[src/rtl/irq_vec_pkg.sv]
package irq_vec_pkg;
  localparam int unsigned REG_W  = 32;
  localparam int unsigned WIDX_W = 3;

  // Word index on the register port; the order is the fixed address map.
  typedef enum logic [WIDX_W-1:0] {
    W_STAT = 3'd0,
    W_PEND = 3'd1,
    W_ENA  = 3'd2,
    W_ACK  = 3'd3,
    W_SETE = 3'd4,
    W_CLRE = 3'd5,
    W_VEC  = 3'd6,
    W_MST  = 3'd7
  } word_sel_e;
endpackage

[src/rtl/irq_src_detect.sv]
module irq_src_detect #(
  parameter int unsigned N        = 32,
  parameter logic [31:0] SRC_EDGE = 32'h0
) (
  input  logic         clk_i,
  input  logic         rst_ni,
  input  logic [N-1:0] src_i,
  output logic [N-1:0] evt_o
);
  logic [N-1:0] prev_q;

  always_ff @(posedge clk_i or negedge rst_ni) begin
    if (!rst_ni) prev_q <= '0;
    else         prev_q <= src_i;
  end

  for (genvar g = 0; g < N; g++) begin : g_src
    if (SRC_EDGE[g]) begin : g_edge
      assign evt_o[g] = src_i[g] & ~prev_q[g];
    end else begin : g_level
      assign evt_o[g] = src_i[g];
    end
  end
endmodule

[src/rtl/irq_prio_enc.sv]
module irq_prio_enc #(
  parameter int unsigned N     = 32,
  parameter int unsigned IDX_W = (N > 1) ? $clog2(N) : 1
) (
  input  logic [N-1:0]     pend_i,
  output logic             any_o,
  output logic [IDX_W-1:0] idx_o
);
  // Scan from the top down so the lowest set index is written last.
  always_comb begin
    any_o = |pend_i;
    idx_o = '0;
    for (int i = N - 1; i >= 0; i--) begin
      if (pend_i[i]) idx_o = IDX_W'(i);
    end
  end
endmodule

[src/rtl/irq_regfile.sv]
module irq_regfile
  import irq_vec_pkg::*;
#(
  parameter int unsigned N = 32
) (
  input  logic         clk_i,
  input  logic         rst_ni,
  input  logic         wr_en_i,
  input  word_sel_e    sel_i,
  input  logic [N-1:0] wd_i,
  input  logic [N-1:0] evt_i,
  output logic [N-1:0] stat_o,
  output logic [N-1:0] ena_o,
  output logic         req_en_o,
  output logic         hw_en_o
);
  logic [N-1:0] stat_q, ena_q;
  logic         req_en_q, hw_en_q;
  logic [N-1:0] ack_mask, sw_set, hw_set;

  assign ack_mask = (wr_en_i && sel_i == W_ACK) ? wd_i : '0;
  assign sw_set   = (wr_en_i && sel_i == W_STAT && !hw_en_q) ? wd_i : '0;
  assign hw_set   = hw_en_q ? evt_i : '0;

  // Clear first, then OR in new events so a same-edge event wins.
  always_ff @(posedge clk_i or negedge rst_ni) begin
    if (!rst_ni) stat_q <= '0;
    else         stat_q <= (stat_q & ~ack_mask) | sw_set | hw_set;
  end

  always_ff @(posedge clk_i or negedge rst_ni) begin
    if (!rst_ni) begin
      ena_q <= '0;
    end else if (wr_en_i) begin
      case (sel_i)
        W_ENA:   ena_q <= wd_i;
        W_SETE:  ena_q <= ena_q | wd_i;
        W_CLRE:  ena_q <= ena_q & ~wd_i;
        default: ena_q <= ena_q;
      endcase
    end
  end

  always_ff @(posedge clk_i or negedge rst_ni) begin
    if (!rst_ni) begin
      req_en_q <= 1'b0;
      hw_en_q  <= 1'b0;
    end else if (wr_en_i && sel_i == W_MST) begin
      req_en_q <= wd_i[0];
      hw_en_q  <= hw_en_q | wd_i[1];
    end
  end

  assign stat_o   = stat_q;
  assign ena_o    = ena_q;
  assign req_en_o = req_en_q;
  assign hw_en_o  = hw_en_q;

  AST_STATUS_HOLD: assert property (@(posedge clk_i) disable iff (!rst_ni)
    1'b1 |=> (($past(stat_q) & ~stat_q & ~$past(ack_mask)) == '0));
  AST_ACK_CLEARS: assert property (@(posedge clk_i) disable iff (!rst_ni)
    (ack_mask != '0) |=> ((stat_q & $past(ack_mask & ~hw_set)) == '0));
  AST_HW_EN_STICKY: assert property (@(posedge clk_i) disable iff (!rst_ni)
    hw_en_q |=> hw_en_q);
endmodule

[src/rtl/irq_vec_ctrl.sv]
module irq_vec_ctrl
  import irq_vec_pkg::*;
#(
  parameter int unsigned NUM_SRC  = 32,
  parameter logic [31:0] SRC_EDGE = 32'h0
) (
  input  logic                clk_i,
  input  logic                rst_ni,
  input  logic [WIDX_W-1:0]   addr_i,
  input  logic                wr_en_i,
  input  logic [REG_W-1:0]    wr_data_i,
  input  logic                rd_en_i,
  output logic [REG_W-1:0]    rd_data_o,
  input  logic [NUM_SRC-1:0]  src_i,
  output logic                irq_o
);
  localparam int unsigned IDX_W = (NUM_SRC > 1) ? $clog2(NUM_SRC) : 1;

  word_sel_e          sel;
  logic [NUM_SRC-1:0] evt, stat, ena, pend;
  logic               req_en, hw_en, vec_any;
  logic [IDX_W-1:0]   vec_idx;
  logic [REG_W-1:0]   rd_mux, rd_q;
  logic               irq_q;

  assign sel = word_sel_e'(addr_i);

  irq_src_detect #(.N(NUM_SRC), .SRC_EDGE(SRC_EDGE)) u_detect (
    .clk_i  (clk_i),
    .rst_ni (rst_ni),
    .src_i  (src_i),
    .evt_o  (evt)
  );

  irq_regfile #(.N(NUM_SRC)) u_regs (
    .clk_i    (clk_i),
    .rst_ni   (rst_ni),
    .wr_en_i  (wr_en_i),
    .sel_i    (sel),
    .wd_i     (wr_data_i[NUM_SRC-1:0]),
    .evt_i    (evt),
    .stat_o   (stat),
    .ena_o    (ena),
    .req_en_o (req_en),
    .hw_en_o  (hw_en)
  );

  assign pend = stat & ena;

  irq_prio_enc #(.N(NUM_SRC), .IDX_W(IDX_W)) u_prio (
    .pend_i (pend),
    .any_o  (vec_any),
    .idx_o  (vec_idx)
  );

  always_comb begin
    case (sel)
      W_STAT:  rd_mux = REG_W'(stat);
      W_PEND:  rd_mux = REG_W'(pend);
      W_ENA:   rd_mux = REG_W'(ena);
      W_VEC:   rd_mux = vec_any ? REG_W'(vec_idx) : '1;
      W_MST:   rd_mux = {{(REG_W-2){1'b0}}, hw_en, req_en};
      default: rd_mux = '0;
    endcase
  end

  always_ff @(posedge clk_i or negedge rst_ni) begin
    if (!rst_ni)      rd_q <= '0;
    else if (rd_en_i) rd_q <= rd_mux;
  end

  always_ff @(posedge clk_i or negedge rst_ni) begin
    if (!rst_ni) irq_q <= 1'b0;
    else         irq_q <= req_en & vec_any;
  end

  assign rd_data_o = rd_q;
  assign irq_o     = irq_q;

  AST_IRQ_FOLLOWS: assert property (@(posedge clk_i) disable iff (!rst_ni)
    1'b1 |=> (irq_o == $past(req_en && (stat & ena) != '0)));
  AST_VEC_VALID: assert property (@(posedge clk_i) disable iff (!rst_ni)
    vec_any |-> pend[vec_idx]);
  AST_RD_HOLD: assert property (@(posedge clk_i) disable iff (!rst_ni)
    !rd_en_i |=> $stable(rd_data_o));

  if (NUM_SRC < REG_W) begin : g_upper_chk
    AST_UPPER_ZERO: assert property (@(posedge clk_i) disable iff (!rst_ni)
      (rd_en_i && (sel == W_STAT || sel == W_PEND || sel == W_ENA))
      |=> (rd_data_o[REG_W-1:NUM_SRC] == '0));
  end
endmodule

[config.mk]
export PLATFORM = sky130hd
export DESIGN_NAME = irq_vec_ctrl
export DESIGN_NICKNAME = d
export VERILOG_FILES = /design/src/rtl/irq_vec_pkg.sv /design/src/rtl/irq_src_detect.sv /design/src/rtl/irq_prio_enc.sv /design/src/rtl/irq_regfile.sv /design/src/rtl/irq_vec_ctrl.sv
export SDC_FILE = /design/constraint.sdc
export NUM_CORES = 1
export LEC_CHECK = 0
export ABC_AREA = 1
export ABC_CLOCK_PERIOD_IN_PS = 3110
export BUFFER_PORTS_ARGS = -buffer_cell sky130_fd_sc_hd__buf_2
export CAP_MARGIN = 5
export CORE_MARGIN = 5
export CORE_UTILIZATION = 57
export CTS_BUF_LIST = sky130_fd_sc_hd__clkbuf_8
export CTS_CLUSTER_SIZE = 8
export DETAILED_ROUTE_END_ITERATION = 7
export PLACE_DENSITY = 0.79
export SLEW_MARGIN = 20
export SYNTH_ARGS = -nofsm -noshare
export SYNTH_HDL_FRONTEND = slang
export SYNTH_HIERARCHICAL = 1
export SYNTH_SLANG_ARGS = --single-unit
[constraint.sdc]
create_clock -name clk_i -period 3.11 [get_ports clk_i]
set_clock_uncertainty 0.05 [all_clocks]
set_input_delay 0.1555 -clock clk_i [delete_from_list [all_inputs] [get_ports clk_i]]
set_output_delay 0.1555 -clock clk_i [all_outputs]
set_load 0.02 [all_outputs]
==> results of run 1 <==
-- worst max path at each step --
stage	from	end	slack [ns]
after floorplan	u_regs/ena_o[30]	rd_data_o[0]	0.81
after global placement	u_regs/ena_o[30]	rd_data_o[0]	0.63
after detailed placement	u_regs/ena_o[30]	rd_data_o[0]	0.59
after CTS	u_regs/ena_o[30]	rd_data_o[0]	0.55
after global routing	u_regs/ena_o[30]	rd_data_o[0]	0.03
final	u_regs/ena_o[30]	rd_data_o[0]	0.51
-- routing by layer --
metal	part of all wire, %	global-route usage (%)	up-vias
met4	1.5	8.304	0
met1	45	43.18	3462
met5	0	0	-
li1	-	-	3691
met2	44	43.12	389
met3	9.8	4.300	25
-- final cells by class --
class                           instances  area [um2]
Multi-Input combinational cell        780        3538
Tap cell                              172       215.2
Clock inverter                          6       55.05
Inverter                              143       564.3
Fill cell                            1202        4594
Sequential cell                        99        2477
Timing Repair Buffer                  151       985.9
Clock buffer                           10       137.6
-- synthesized netlist by cell type (all sizes together) --
cell	number
a211oi	1
a21boi	1
a21oi	3
a311oi	1
a31oi	1
buf	78
bufinv	2
clkbuf	18
clkinv	1
dfrtp	99
dlygate4sd1	1
dlymetal6s2s	1
inv	140
nand2	375
nand3	232
nand3b	1
nand4	61
nor2	55
nor3	2
nor4	2
o21ai	41
o21bai	3
o31ai	1
-- per-stage QoR --
step	hold slack, ns	worst slack (ns)	cells
floorplan	-0.1901	0.8111	1120
global placement	0.1422	0.6296	1312
detailed placement	0.1447	0.5857	1312
CTS	0.01647	0.5513	1361
global route	0.03677	0.02700	1361
finish	0.02368	0.5131	1361
-- timing repair --
action / CTS / global route
hold endpoints to repair: 73 / 0
hold buffers: 33 / 0
resized for setup: 0 / 0
-- cell families after synthesis --
group                  after synthesis  share of synthesized area (%)
AOI/OAI and AO/OA                   52                          3.896
buffers and inverters              241                          17.54
DFF                                 99                          33.99
and+or+nand+nor                    728                          44.58
-- power groups by stage --
stage               sequential, uW  clock (uW)  combinational (uW)
global route                  1590         904                1330
detailed placement            1600           0                1120
CTS                           1570         858                1160
finish                        1570         854                1170
floorplan                     1620           0                 794
global placement              1590           0                1110
-- registers in the layout, summed over array words and instances, names as in the netlist --
| name | count |
|---|---|
| u_regs/ena_o | 32 |
| rd_data_o | 32 |
| u_regs/hw_en_o | 1 |
| irq_o | 1 |
| u_regs/req_en_o | 1 |
| u_regs/stat_o | 32 |
-- tightest hold or removal path: cells and delay by family --
family | cells | cell delay (ns)
buffers and inverters | 1 | 0.11
AND/OR/NAND/NOR | 2 | 0.17
==> results.sh, run 1 <==
export IMPL_synthDistinctLibCells=35
export IMPL_synth_area_leaders="sky130_fd_sc_hd__dfrtp_1 34%, sky130_fd_sc_hd__nand2_1 19%, sky130_fd_sc_hd__nand3_1 16%"
export IMPL_worstSetupPathDepth=39
export IMPL_yosys_warnings=6
export IMPL_worstPathRequired_ns=3.33
export IMPL_grt_overflow_total=0
export IMPL_cellInternalPower_uw=2237
export IMPL_total_power_uw=3601
export IMPL_min_from="wr_data_i[16]"
export IMPL_syn_inst=1120
export IMPL_post_cts_repair_setup_buffers=0
export IMPL_post_synth_top_area_cell="sky130_fd_sc_hd__dfrtp_1"
export IMPL_viasPerCell=5.560
export IMPL_slew_viol_final=0
export IMPL_routed_wire_length_per_instance_um=15.81
export IMPL_cell_count_of_the_worst_reg_to_reg_path=39
export IMPL_place_gp_congestion=0.9145
export IMPL_final_total_negative_setup_slack_ns=0
export IMPL_dr_first_iter_drc_count=904
export IMPL_timing_critical_path_buf_inv=3
export IMPL_cts_reportedPaths_clkPinSlew_ns=0.10
export IMPL_finished_cell_area_um2=7974
export IMPL_syn_num_nets=1191
export IMPL_detail_route_drc_violations=0
export IMPL_tritoncts="done"
export IMPL_port_buffers=103
export IMPL_power_leakage_uw=0.004381
export IMPL_slew_headroom_pct=29.10
export IMPL_hold_violations=0
export IMPL_dpl_hpwl_um=14140
export IMPL_combPwrFrac_pct=32.6
export IMPL_r2r_end="rd_data_o[0]"
export IMPL_cap_violations=0
export IMPL_fp_dieH_um=123.1
export IMPL_min_period_over_period_pct=83.50
export IMPL_clk_insertion_delay_late_ns=0.39
export IMPL_worst_slew_pin_transition_ns=1.062
export IMPL_grt_start_max_net_pins=65
export IMPL_synth_sequential_area_ratio_pct=33.99
export IMPL_worst_path_dominant_cell_family="simple AND/OR/NAND/NOR gates"
export IMPL_grt_first_pass_wirelength_um=34580
export IMPL_timing_critical_path_from_type="flip-flop"
export IMPL_final_cell_mix="370 x sky130_fd_sc_hd__nand2_1, 231 x sky130_fd_sc_hd__nand3_1, 131 x sky130_fd_sc_hd__inv_1, 102 x sky130_fd_sc_hd__buf_2, 99 x sky130_fd_sc_hd__dfrtp_1"
export IMPL_number_of_antenna_cells_inserted=0
export IMPL_share_seq_of_total_power_pct=43.7
export IMPL_clock_tree_buffer_depth=2
export IMPL_worst_path_max_delay_cell="sky130_fd_sc_hd__dfrtp_1"
export IMPL_worst_endpoint_arrival_ns=2.82
export IMPL_num_vias=7567
export IMPL_via_count_of_the_first_global_routing_pass=6703
export IMPL_final_min_clock_period_ns=2.597
export IMPL_worst_path_largest_cell_delay_ns=0.40
export IMPL_setup_viol=0
export IMPL_crit_top_cell="sky130_fd_sc_hd__nand2_1"
export IMPL_criticalPathCategory="reg -> reg"
export IMPL_hold_path_class="in -> reg"
export IMPL_cp_max_fo=4
export IMPL_netlist_area_leader_share_pct=33.99
export IMPL_max_freq_ghz=0.3851
export IMPL_post_synth_cell_area_avg_um2=6.508
export IMPL_core_um2=12570
export IMPL_max_vdd_ir_drop_v=0.0002686
export IMPL_dieArea_um2=15150
export IMPL_syn_to_final_growth_pct=9.389
export IMPL_worst_hold_path_endpoint="u_regs/stat_o[16]"
export IMPL_fp_dieW_um=123.1
export IMPL_crit_path_end_kind="flip-flop"
export IMPL_p_clk_share_pct=23.7
export IMPL_wirelength_um=21520
export IMPL_row_count=41
export IMPL_start_util_pct=58.00
export IMPL_powerDensity_nw_per_um2=451.6
export IMPL_htree_levels=3
export IMPL_total_switching_power_uw=1364
export IMPL_most_common_cell_after_layout_fill_and_taps_aside="sky130_fd_sc_hd__nand2_1"
export IMPL_run_status="completed"
export IMPL_post_route_cells_drive_above_1_share_pct=13.20
export IMPL_synth_area_um2=7289
export IMPL_finalCoreUtilization_pct=63.44
export IMPL_setup_repair_after_global_routing_missed_its_margin="no"
export IMPL_boundaryPins=104
export IMPL_worst_hold_path_num_cells=3
export IMPL_rr_startpoint="u_regs/ena_o[30]"
export IMPL_detailed_place_area_um2=7451
export IMPL_grt_antenna_before_repair=0
export IMPL_cts_made_buffers=9
export IMPL_share_of_total_power_consumed_by_net_switching_pct=37.88
export IMPL_cts_sinks=99
export IMPL_clock_tree_root_cell="sky130_fd_sc_hd__clkbuf_8"
export IMPL_final_antenna_net_count=0
export IMPL_grt_use_total_pct=28.76
export IMPL_number_of_synthesized_register_bits=99
export IMPL_drt_pass1_iter_count=6
export IMPL_regToRegSetupSlack_ns=0.51
export IMPL_num_nets_final=1255
No activity file was read; power rests on OpenSTA's default activity.
==> run 2, diff against run 1 <==
--- a/config.mk
+++ b/config.mk
@@ -6,11 +6,11 @@
 export NUM_CORES = 1
 export LEC_CHECK = 0
 export ABC_AREA = 1
-export ABC_CLOCK_PERIOD_IN_PS = 3110
+export ABC_CLOCK_PERIOD_IN_PS = 2190
 export BUFFER_PORTS_ARGS = -buffer_cell sky130_fd_sc_hd__buf_2
 export CAP_MARGIN = 5
 export CORE_MARGIN = 5
-export CORE_UTILIZATION = 57
+export CORE_UTILIZATION = 54
 export CTS_BUF_LIST = sky130_fd_sc_hd__clkbuf_8
 export CTS_CLUSTER_SIZE = 8
 export DETAILED_ROUTE_END_ITERATION = 7
==> constraint.sdc (replaced) <==
create_clock -name clk_i -period 2.19 [get_ports clk_i]
set_clock_uncertainty 0.05 [all_clocks]
set_input_delay 0.1095 -clock clk_i [delete_from_list [all_inputs] [get_ports clk_i]]
set_output_delay 0.1095 -clock clk_i [all_outputs]
set_load 0.02 [all_outputs]
==> results.sh, run 2 (synthesis gave the netlist of run 1 again) <==
export IMPL_run_status="finished, violations left"
export IMPL_violations="setup timing"
export IMPL_most_common_cell_after_layout_fill_and_taps_aside="sky130_fd_sc_hd__nand2_1"
export IMPL_dieArea_um2=15920
export IMPL_place_gp_congestion=1.006
export IMPL_row_count=42
export IMPL_worst_path_largest_cell_delay_ns=0.40
export IMPL_grt_antenna_before_repair=1
export IMPL_drt_pass1_iter_count=8
export IMPL_crit_top_cell="sky130_fd_sc_hd__nand2_1"
export IMPL_grt_overflow_total=0
export IMPL_finished_cell_area_um2=8872
export IMPL_start_util_pct=55.05
export IMPL_max_vdd_ir_drop_v=0.0002821
export IMPL_worstPathRequired_ns=2.42
export IMPL_timing_critical_path_from_type="flip-flop"
export IMPL_final_antenna_net_count=0
export IMPL_final_min_clock_period_ns=2.572
export IMPL_grt_start_max_net_pins=45
export IMPL_worst_slew_pin_transition_ns=0.8991
export IMPL_detail_route_drc_violations=0
export IMPL_port_buffers=103
export IMPL_criticalPathCategory="reg -> reg"
export IMPL_post_route_cells_drive_above_1_share_pct=17.62
export IMPL_placed_cells=1368
export IMPL_final_cells=1453
export IMPL_grt_use_total_pct=28.85
export IMPL_fp_dieH_um=126.2
export IMPL_worst_path_max_delay_cell="sky130_fd_sc_hd__dfrtp_1"
export IMPL_crit_path_end_kind="flip-flop"
export IMPL_final_total_negative_setup_slack_ns=-0.6897
export IMPL_min_period_over_period_pct=117.4
export IMPL_dr_first_iter_drc_count=923
export IMPL_n_fill_cell=1207
export IMPL_num_nets_final=1343
export IMPL_boundaryPins=104
export IMPL_dpl_hpwl_um=15170
export IMPL_clock_tree_root_cell="sky130_fd_sc_hd__clkbuf_8"
export IMPL_dpl_worst_slack_ns=-0.2762
export IMPL_hold_path_class="in -> reg"
export IMPL_grt_first_pass_wirelength_um=37400
export IMPL_cts_reportedPaths_clkPinSlew_ns=0.10
export IMPL_detailed_place_area_um2=7896
export IMPL_finalWorstSetupSlack_ns=-0.3817
export IMPL_area_of_combinational_cells_with_multiple_inputs_um2=3607
export IMPL_setup_repair_after_global_routing_missed_its_margin="yes"
export IMPL_wirelength_um=23300
export IMPL_num_vias=8101
export IMPL_cap_violations=0
export IMPL_via_count_of_the_first_global_routing_pass=7440
export IMPL_hold_violations=0
export IMPL_slew_viol_final=0
export IMPL_setup_viol=2
export IMPL_clk_insertion_delay_late_ns=0.40
export IMPL_number_of_antenna_cells_inserted=0
export IMPL_cts_made_buffers=9
export IMPL_powerDensity_nw_per_um2=626.0
export IMPL_routed_wire_length_per_instance_um=16.03
export IMPL_slew_headroom_pct=39.92
export IMPL_regArea_um2=2477
export IMPL_htree_levels=3
export IMPL_max_freq_ghz=0.3888
export IMPL_worst_endpoint_arrival_ns=2.80
export IMPL_tritoncts="done"
export IMPL_cp_max_fo=2
export IMPL_regToRegSetupSlack_ns=-0.38
export IMPL_final_cell_mix="370 x sky130_fd_sc_hd__nand2_1, 231 x sky130_fd_sc_hd__nand3_1, 127 x sky130_fd_sc_hd__inv_1, 102 x sky130_fd_sc_hd__buf_2, 99 x sky130_fd_sc_hd__dfrtp_1"
export IMPL_power_leakage_uw=0.004707
export IMPL_fp_dieW_um=126.2
export IMPL_core_um2=13240
export IMPL_viasPerCell=5.575
export IMPL_syn_to_final_growth_pct=21.71
export IMPL_clock_tree_buffer_depth=2
export IMPL_cts_sinks=99
run 2: cell count changes in the layout (fill, tap and decap cells not counted), sizes merged:
cell | before | now
bufinv | 3 | 4
clkbuf | 10 | 9
dlygate4sd3 | 33 | 66
inv | 140 | 141
buf | 118 | 173
clkinv | 6 | 5
run 2: repair_timing:
action / in CTS / in global routing
hold endpoints to repair: 75 / 0
hold buffers: 66 / 0
setup buffers: 0 / 3
pin swaps: 0 / 9
endpoints found under the setup margin: 32 / 32
resized for setup: 2 / 17
run 2: metrics by stage:
stage	power [uW]	hold slack, ns	util, %
5_1_grt	5902	0.03462	67.00
3_5_place_dp	4059	0.1061	59.63
3_3_place_gp	4015	0.09723	59.63
2_1_floorplan	3433	-0.2361	-
4_1_cts	5475	0.01667	66.38
6_report	5554	0.01795	67.00
run 2: report_power, final:
group / leakage [uW] / switching, uW / internal [uW]
Clock: 0.000114 / 702 / 651
Combinational: 0.00345 / 1220 / 777
Sequential: 0.00115 / 164 / 2040
Total: 0.00471 / 2090 / 3460
run 2: area by class of cell:
class                           instances  share of cell area [%]
Tap cell                              176                   2.482
Timing Repair Buffer                  239                   20.05
Clock inverter                          7                   1.128
Sequential cell                        99                   27.92
Multi-Input combinational cell        780                   40.66
Inverter                              143                   6.360
Clock buffer                            9                   1.396
run 2: worst max-delay path: cells and delay by family (launching register included):
kind	cells	cell delay [ns]
DFF	1	0.40
and+or+nand+nor	34	1.74
buffers and inverters	2	0.09
AOI/OAI and AO/OA	2	0.17
run 2: path summary, 6_finish.rpt:
check,to,start,cells after the start
worst max-delay path,rd_data_o[0],u_regs/stat_o[31],38
worst min-delay path,rd_data_o[1],rd_en_i,4
worst max register to register,rd_data_o[0],u_regs/stat_o[31],38
worst min register to register,rd_data_o[28],rd_data_o[28],2
max in group asynchronous,u_regs/stat_o[9],rst_ni,3
min in group asynchronous,u_regs/stat_o[22],rst_ni,2
run 2: routing by layer:
metal | track usage [%] | part of all wire (%) | routed length [um] | vias to the layer above
met1 | 41.18 | 42 | 9677 | 3694
met3 | 5.885 | 12 | 2790 | 62
li1 | - | - | - | 3864
met2 | 43.79 | 44 | 10220 | 479
met4 | 9.905 | 2.5 | 592 | 2
met5 | 0 | 0.056 | 13 | -
